**src/rtl/dsk_pkg.sv**
```systemverilog
`timescale 1ns/1ps
package dsk_pkg;
    typedef enum logic {
        DIR_RIGHT_LATE = 1'b0,
        DIR_LEFT_LATE  = 1'b1
    } dsk_dir_e;

    typedef enum logic [1:0] {
        ZC_HOLD = 2'd0,
        ZC_ADD  = 2'd1,
        ZC_SUB  = 2'd2
    } zone_cmd_e;

    localparam int ZONE_L = 0;
    localparam int ZONE_R = 1;
    localparam int NUM_ZONES = 2;
endpackage

```
**src/rtl/dsk_filter.sv**
```systemverilog
`timescale 1ns/1ps
module dsk_filter
    import dsk_pkg::*;
#(
    parameter int FILT_N = 4
) (
    input  logic     clk,
    input  logic     rst_n,
    input  logic     en,
    input  logic     valid,
    input  dsk_dir_e dir,
    output logic     step,
    output dsk_dir_e step_dir
);
    localparam int CW = $clog2(FILT_N + 1);
    localparam logic [CW-1:0] RUN_TARGET = CW'(FILT_N);

    typedef struct packed {
        logic [CW-1:0] run;
        dsk_dir_e      last;
    } filt_st_t;

    filt_st_t st_d, st_q;
    logic [CW-1:0] run_next;

    always_comb begin
        st_d     = st_q;
        step     = 1'b0;
        step_dir = dir;
        run_next = '0;
        if (!en) begin
            st_d.run = '0;
        end else if (valid) begin
            run_next  = (dir == st_q.last && st_q.run != '0) ? st_q.run + 1'b1 : CW'(1);
            st_d.last = dir;
            if (run_next == RUN_TARGET) begin
                step     = 1'b1;
                st_d.run = '0;
            end else begin
                st_d.run = run_next;
            end
        end
    end

    always_ff @(posedge clk) begin
        if (!rst_n) begin
            st_q <= '{run: '0, last: DIR_RIGHT_LATE};
        end else begin
            st_q <= st_d;
        end
    end

    // the stored run never reaches the step threshold
    a_r3_run_below_target: assert property (@(posedge clk) disable iff (!rst_n)
        st_q.run < RUN_TARGET);

    // a disabled cycle leaves no run behind
    a_r7_run_cleared: assert property (@(posedge clk) disable iff (!rst_n)
        !en |=> st_q.run == '0);
endmodule

```
**src/rtl/dsk_zone.sv**
```systemverilog
`timescale 1ns/1ps
module dsk_zone
    import dsk_pkg::*;
#(
    parameter int CODE_W = 16
) (
    input  logic              clk,
    input  logic              rst_n,
    input  zone_cmd_e         cmd,
    output logic [CODE_W-1:0] code,
    output logic              is_zero
);
    localparam logic [CODE_W-1:0] MID_CODE = {CODE_W{1'b1}} >> (CODE_W - CODE_W / 2);

    logic [CODE_W-1:0] code_d, code_q;

    always_comb begin
        code_d = code_q;
        unique case (cmd)
            ZC_ADD:  code_d = {code_q[CODE_W-2:0], 1'b1};
            ZC_SUB:  code_d = {1'b0, code_q[CODE_W-1:1]};
            default: code_d = code_q;
        endcase
    end

    always_ff @(posedge clk) begin
        if (!rst_n) begin
            code_q <= MID_CODE;
        end else begin
            code_q <= code_d;
        end
    end

    assign code    = code_q;
    assign is_zero = ~code_q[0];

    // the register always holds a contiguous run of ones from bit 0
    a_r2_thermometer: assert property (@(posedge clk) disable iff (!rst_n)
        ((code_q + 1'b1) & code_q) == '0);

    // removing from an empty setting leaves it empty
    a_r6_floor: assert property (@(posedge clk) disable iff (!rst_n)
        (code_q == '0) && (cmd == ZC_SUB) |=> code_q == '0);
endmodule

```
**src/rtl/dsk_lock.sv**
```systemverilog
`timescale 1ns/1ps
module dsk_lock
    import dsk_pkg::*;
#(
    parameter int LOCK_N = 4
) (
    input  logic     clk,
    input  logic     rst_n,
    input  logic     en,
    input  logic     step,
    input  dsk_dir_e step_dir,
    output logic     locked
);
    localparam int LW = $clog2(LOCK_N + 1);
    localparam logic [LW-1:0] ALT_TARGET = LW'(LOCK_N);

    typedef struct packed {
        logic          have_prev;
        dsk_dir_e      prev_dir;
        logic [LW-1:0] alt;
        logic          locked;
    } lock_st_t;

    lock_st_t st_d, st_q;

    always_comb begin
        st_d = st_q;
        if (!en) begin
            st_d = '{have_prev: 1'b0, prev_dir: DIR_RIGHT_LATE, alt: '0, locked: 1'b0};
        end else if (step) begin
            if (st_q.have_prev && step_dir != st_q.prev_dir) begin
                if (st_q.alt != ALT_TARGET) st_d.alt = st_q.alt + 1'b1;
            end else begin
                st_d.alt = '0;
            end
            st_d.have_prev = 1'b1;
            st_d.prev_dir  = step_dir;
            if (st_d.alt == ALT_TARGET) st_d.locked = 1'b1;
        end
    end

    always_ff @(posedge clk) begin
        if (!rst_n) begin
            st_q <= '{have_prev: 1'b0, prev_dir: DIR_RIGHT_LATE, alt: '0, locked: 1'b0};
        end else begin
            st_q <= st_d;
        end
    end

    assign locked = st_q.locked;

    // lock is sticky while the loop stays enabled
    a_r8_lock_sticky: assert property (@(posedge clk) disable iff (!rst_n)
        st_q.locked && en |=> st_q.locked);

    // lock cannot rise without a step on that edge
    a_r8_rise_on_step: assert property (@(posedge clk) disable iff (!rst_n)
        !st_q.locked && !step |=> !st_q.locked);
endmodule

```
**src/rtl/dsk_ctrl.sv**
```systemverilog
`timescale 1ns/1ps
module dsk_ctrl
    import dsk_pkg::*;
#(
    parameter int CODE_W = 16,
    parameter int FILT_N = 4,
    parameter int LOCK_N = 4
) (
    input  logic              clk,
    input  logic              rst_n,
    input  logic              en,
    input  logic              pd_valid,
    input  logic              pd_left_late,
    output logic [CODE_W-1:0] left_code,
    output logic [CODE_W-1:0] right_code,
    output logic              locked
);
    logic              step;
    dsk_dir_e          step_dir;
    zone_cmd_e         cmd_w  [NUM_ZONES];
    logic [CODE_W-1:0] code_w [NUM_ZONES];
    logic              zero_w [NUM_ZONES];

    dsk_filter #(.FILT_N(FILT_N)) u_filter (
        .clk      (clk),
        .rst_n    (rst_n),
        .en       (en),
        .valid    (pd_valid),
        .dir      (dsk_dir_e'(pd_left_late)),
        .step     (step),
        .step_dir (step_dir)
    );

    // Steering: shrink the late zone first, grow the early zone only when the late one is empty
    always_comb begin
        cmd_w[ZONE_L] = ZC_HOLD;
        cmd_w[ZONE_R] = ZC_HOLD;
        if (step) begin
            if (step_dir == DIR_LEFT_LATE) begin
                if (!zero_w[ZONE_L]) cmd_w[ZONE_L] = ZC_SUB;
                else                 cmd_w[ZONE_R] = ZC_ADD;
            end else begin
                if (!zero_w[ZONE_R]) cmd_w[ZONE_R] = ZC_SUB;
                else                 cmd_w[ZONE_L] = ZC_ADD;
            end
        end
    end

    for (genvar z = 0; z < NUM_ZONES; z++) begin : g_zone
        dsk_zone #(.CODE_W(CODE_W)) u_zone (
            .clk     (clk),
            .rst_n   (rst_n),
            .cmd     (cmd_w[z]),
            .code    (code_w[z]),
            .is_zero (zero_w[z])
        );
    end

    dsk_lock #(.LOCK_N(LOCK_N)) u_lock (
        .clk      (clk),
        .rst_n    (rst_n),
        .en       (en),
        .step     (step),
        .step_dir (step_dir),
        .locked   (locked)
    );

    assign left_code  = code_w[ZONE_L];
    assign right_code = code_w[ZONE_R];

    // disabled cycles freeze both settings
    a_r7_freeze: assert property (@(posedge clk) disable iff (!rst_n)
        !en |=> $stable(left_code) && $stable(right_code));

    // lock drops after a disabled cycle
    a_r7_unlock: assert property (@(posedge clk) disable iff (!rst_n)
        !en |=> !locked);

    // never both zones in one edge
    a_r9_one_zone: assert property (@(posedge clk) disable iff (!rst_n)
        !($changed(left_code) && $changed(right_code)));

    // a setting moves by at most one position per edge
    a_r9_single_pos: assert property (@(posedge clk) disable iff (!rst_n)
        ($countones(left_code) <= $countones($past(left_code)) + 1) &&
        ($countones(left_code) + 1 >= $countones($past(left_code))) &&
        ($countones(right_code) <= $countones($past(right_code)) + 1) &&
        ($countones(right_code) + 1 >= $countones($past(right_code))));

    // no movement without a valid enabled sample on that edge
    a_r3_needs_sample: assert property (@(posedge clk) disable iff (!rst_n)
        !(en && pd_valid) |=> $stable(left_code) && $stable(right_code));
endmodule

```
**config.mk**
```make
export PLATFORM = sky130hd
export DESIGN_NAME = dsk_ctrl
export DESIGN_NICKNAME = d
export VERILOG_FILES = /design/src/rtl/dsk_pkg.sv /design/src/rtl/dsk_filter.sv /design/src/rtl/dsk_zone.sv /design/src/rtl/dsk_lock.sv /design/src/rtl/dsk_ctrl.sv
export SDC_FILE = /design/constraint.sdc
export NUM_CORES = 1
export LEC_CHECK = 0
export BUFFER_PORTS_ARGS = -buffer_cell sky130_fd_sc_hd__buf_2
export CAP_MARGIN = 30
export CORE_ASPECT_RATIO = 0.6
export CORE_MARGIN = 3
export CORE_UTILIZATION = 50
export DETAILED_ROUTE_END_ITERATION = 10
export PLACE_DENSITY = 0.79
export SETUP_SLACK_MARGIN = 0.15
export SLEW_MARGIN = 5
export SYNTH_ARGS = -nofsm -noshare
export SYNTH_HDL_FRONTEND = slang
export SYNTH_HIERARCHICAL = 1
export SYNTH_SLANG_ARGS = --single-unit
```
**constraint.sdc**
```tcl
create_clock -name clk -period 4.7 [get_ports clk]
set_input_delay 0.235 -clock clk [delete_from_list [all_inputs] [get_ports clk]]
set_output_delay 0.235 -clock clk [all_outputs]
set_load 0.05 [all_outputs]
```
==> run summary <==
In this run the post-CTS setup repair buffer count came out at 0. The sequential cells in the finished layout cover a total of 841 µm². The total vias in the final route is 1692.

Cell internal power dissipation: 0.000574 W. The tool flagged a number of max-cap violations equal to 0. IR analysis of the VDD net gives a maximum drop of 0.000181 V.

For the number of optimization iterations in the first detailed-route pass, the log shows 4. The finished layout holds 311 standard cells, fillers aside. The run gives 38 as the top-level port count.

Traced cell by cell, the critical path runs through inv_1 -> ha_1 -> nand4b_1 -> nor2_1 -> and3_2 -> inv_1 -> ha_1 -> nor2b_1 -> a21oi_1. For the worst setup path, the data arrival time is 3580 ps. For this run the aggregate overflow at the end of global routing stands at 0. The die covers 5330 µm². The HPWL after detailed placement is 3070 µm. The horizontal die dimension came out at 92.3 µm. The floorplan step set the die height to 57.8 µm. The initialized floorplan defines 18 standard-cell rows. By area the synthesized netlist is led by dfxtp_1, mux2i_1, and3b_1, o211a_1, mux2_2. The tree built by TritonCTS fans out to 42 sinks. Gates resized during post-CTS repair numbered 0.

The tools report the cell count after synthesis as 218. After synthesis, the largest area contributor takes up 37.6% of total cell area. The type of destination of the critical path was a flop. The slew at the pin closest to its max-slew limit was 774 ps; the total count of hold-check failures in the final report was 0. The Yosys step of the flow raised 6 warnings. The run finished with clean final reports. The first routing iteration left 73 violations. Root cell of the clock tree: clkbuf_8. For the antenna violation net count after detailed routing, the log shows 0. The final layout contains routed wiring with a total length of 4430 µm. After detailed routing, the average wire length per cell comes to 14.2 µm. The peak clock frequency supported by timing was 0.293 GHz; the synthesized area per cell was 10.2 µm².

The number of global-route vias before repair is 1536. Together, buffers and inverters on the worst path number 2. The repair_antennas step left the layout with diodes totalling 0. Setup repair after global routing left no endpoint under its margin. The run gives 300 ps as the worst-skew pair later-pin latency. The part of the power in registers is 49.9%. Relative to the synthesized area, the layout overhead comes to 14.3%.

Critical register-to-register path endpoint: g_zone[1].u_zone/code[1]$_SDFFE_PN1P_. Of the cells placed in the final design, the portion with a size suffix greater than 1 is 26.7%. The number of nets in the synthesized netlist is 231.

Measured against its own limit, the worst slew margin works out to 48.2%. The required time of the critical path is 4860 ps. After detailed placement, the design holds a cell count of 303.

Among all stages on the critical path, the largest delay is contributed by nor2_1. In this run the static leakage power is 1.25 nW. The worst hold-check slack was 222 ps. The largest total area in the synthesized netlist belongs to dfxtp_1.

The largest stage delay on the critical path was 610 ps. The total negative setup slack was 0 ps. Class of the most critical hold timing path: in2reg. The fraction of the core area covered by cells at the end of the flow is 60.6%. The kind of cell adding the most delay to the critical path is simple AND/OR/NAND/NOR gates.

The flop-to-flop setup slack is 1280 ps, and the fraction of power spent switching nets is 19.8%. In the finished design, the share of the clock period the worst path needs comes to 72.7%. The first global-routing pass estimated 7570 µm of wire.

For this configuration, the core starts out at a cell density of 53.0%. Entering global routing, the biggest net connects 41 pins. The tools report the number of buffers on the longest clock path as 2. In this run the standard cell core region covers 4210 µm². The initial antenna violation count is 0, and the number of input and output port buffers inserted is 37.

The final weighted congestion in routability-driven placement is 0.901. Maximum fanout along the worst path: 26. For the final net count, the log shows 263. The number of buffers inserted for hold repair after clock tree synthesis is 0. The hold-critical path depth works out to 2. Counting flops and latches in the post-synthesis netlist gives 42. After synthesis, the netlist uses 43 different library cells. The worst hold path begins at pd_valid. The worst register-to-register path begins at u_filter/st_q[1]$_SDFFE_PN0P_. The number of clock buffers added by TritonCTS is 5.

The logs give 2.4% for the portion of total power attributed to combinational logic and 2550 µm² for the post-route cell area. Area used by multi-input combinational logic: 1280 µm². On the final layout, the worst clock skew is 8.16 ps. TritonCTS built the clock tree. Global routing used 17.6% of the available tracks across all layers. The average vias per placed instance is 5.44. Counting cells, the worst reg-to-reg path comes to 9. The hold-critical path endpoint was u_filter/st_q[2]$_SDFFE_PN0P_. In this run the cell area measured after placement is 2420 µm².

The type of the worst setup path is reg2reg. For this run, design rule violations remaining after detail routing come to 0. The tools report the number of H-tree levels as 2. The areal power density over the cells was 280 nW/µm²; the total of endpoints with negative setup slack in the final report was 0. STA classifies the critical path startpoint as a flop. Counting I/O delays and the setup requirement, the final critical path takes 3420 ps. The logs give 0 for the number of max-slew violations in the final report and 0.000141 W for the switching component of the power. The layout has 376 filler cells. The synthesized netlist occupies a cell area of 2230 µm². The clock slew seen by the registers of the worst setup and hold paths came out at 90 ps. In this run, the clock network consumes 47.7% of the power.

For this run, the register share of the synthesized area comes to 37.6%.
layout by cell type (no fill, tap or decap), types with 5 or more instances in the layout:
master / instances
nor2_1: 6
inv_1: 8
nor2b_1: 6
ha_1: 8
nand2b_1: 17
a21oi_1: 17
nand2_1: 6
o211a_1: 14
buf_2: 37
mux2i_1: 16
and3b_1: 16
dfxtp_1: 42
clkbuf_8: 5
mux2_2: 10
cell families after synthesis:
group | synth area share (%)
compound gates | 14.6
xor+xnor | 1.91
fa+ha+maj | 4.48
buf+inv | 4.82
flops | 37.6
mux | 14.9
simple gates | 21.6
sequential cells by signal, indices dropped and copies added (netlist names):
| signal | flops |
|---|---|
| u_filter/st_q | 4 |
| u_lock/st_q | 5 |
| g_zone.u_zone/code | 32 |
| u_lock/locked | 1 |
synth_stat cells (all sizes together):
cell,count
nand2b,17
xor2,2
or2b,1
clkbuf,2
a21oi,18
o221ai,1
mux2,14
or3b,2
nand4b,2
o211a,14
nand4,2
dfxtp,42
nand2,6
a211o,1
o32ai,1
and3,2
nor2b,6
nor2,6
nand3,5
a31oi,1
and3b,16
nor3b,3
nand3b,1
o21a,1
a211oi,1
buf,10
and2b,1
a21boi,2
mux2i,16
inv,8
and4bb,1
o21ai,3
xnor2,2
ha,8
metal layers:
layer / vias to the layer above / wire length [µm] / track usage, %
met3: 6 / 194 / 4.41
met1: 804 / 2340 / 26.4
met2: 39 / 1840 / 24.5
met5: - / 0 / 0
li1: 843 / - / -
met4: 0 / 43 / 6.13
stage by stage:
step                      power [W]  worst slack, ps
final                      0.000716             1280
after global placement     0.000382             1590
after floorplan            0.000376             2400
after CTS                  0.000723             1350
after detailed placement   0.000382             1360
after global routing       0.000740              963
how the worst max path moves through the flow:
| stage | start | end | slack, ps | cells after the start |
|---|---|---|---|---|
| after global placement | u_filter/st_q[1]$_SDFFE_PN0P_ | g_zone[1].u_zone/code[10]$_SDFFE_PN0P_ | 1590 | 8 |
| after detailed placement | u_filter/st_q[1]$_SDFFE_PN0P_ | g_zone[1].u_zone/code[1]$_SDFFE_PN1P_ | 1360 | 9 |
| after floorplan | u_filter/st_q[1]$_SDFFE_PN0P_ | g_zone[1].u_zone/code[8]$_SDFFE_PN0P_ | 2400 | 9 |
| final | u_filter/st_q[1]$_SDFFE_PN0P_ | g_zone[1].u_zone/code[1]$_SDFFE_PN1P_ | 1280 | 9 |
| after CTS | u_filter/st_q[1]$_SDFFE_PN0P_ | g_zone[1].u_zone/code[1]$_SDFFE_PN1P_ | 1350 | 9 |
| after global routing | u_filter/st_q[1]$_SDFFE_PN0P_ | g_zone[1].u_zone/code[1]$_SDFFE_PN1P_ | 960 | 9 |
power groups by stage:
stage                     registers (W)  clock network (W)  logic [W]
after CTS                      0.000357           0.000349  0.0000174
after floorplan                0.000365                  0  0.0000107
after detailed placement       0.000365                  0  0.0000170
after global routing           0.000357           0.000364  0.0000192
after global placement         0.000365                  0  0.0000169
final                          0.000357           0.000341  0.0000174
area by class of cell:
| class | instances | share of cell area, % |
|---|---|---|
| clock buffers | 5 | 2.69 |
| clock inverters | 3 | 2.69 |
| multi-input cells | 156 | 50.3 |
| inverters | 8 | 1.18 |
| repair buffers | 37 | 7.25 |
| well taps | 60 | 2.94 |
| flip-flops and latches | 42 | 32.9 |
No activity file was read; power rests on OpenSTA's default activity.
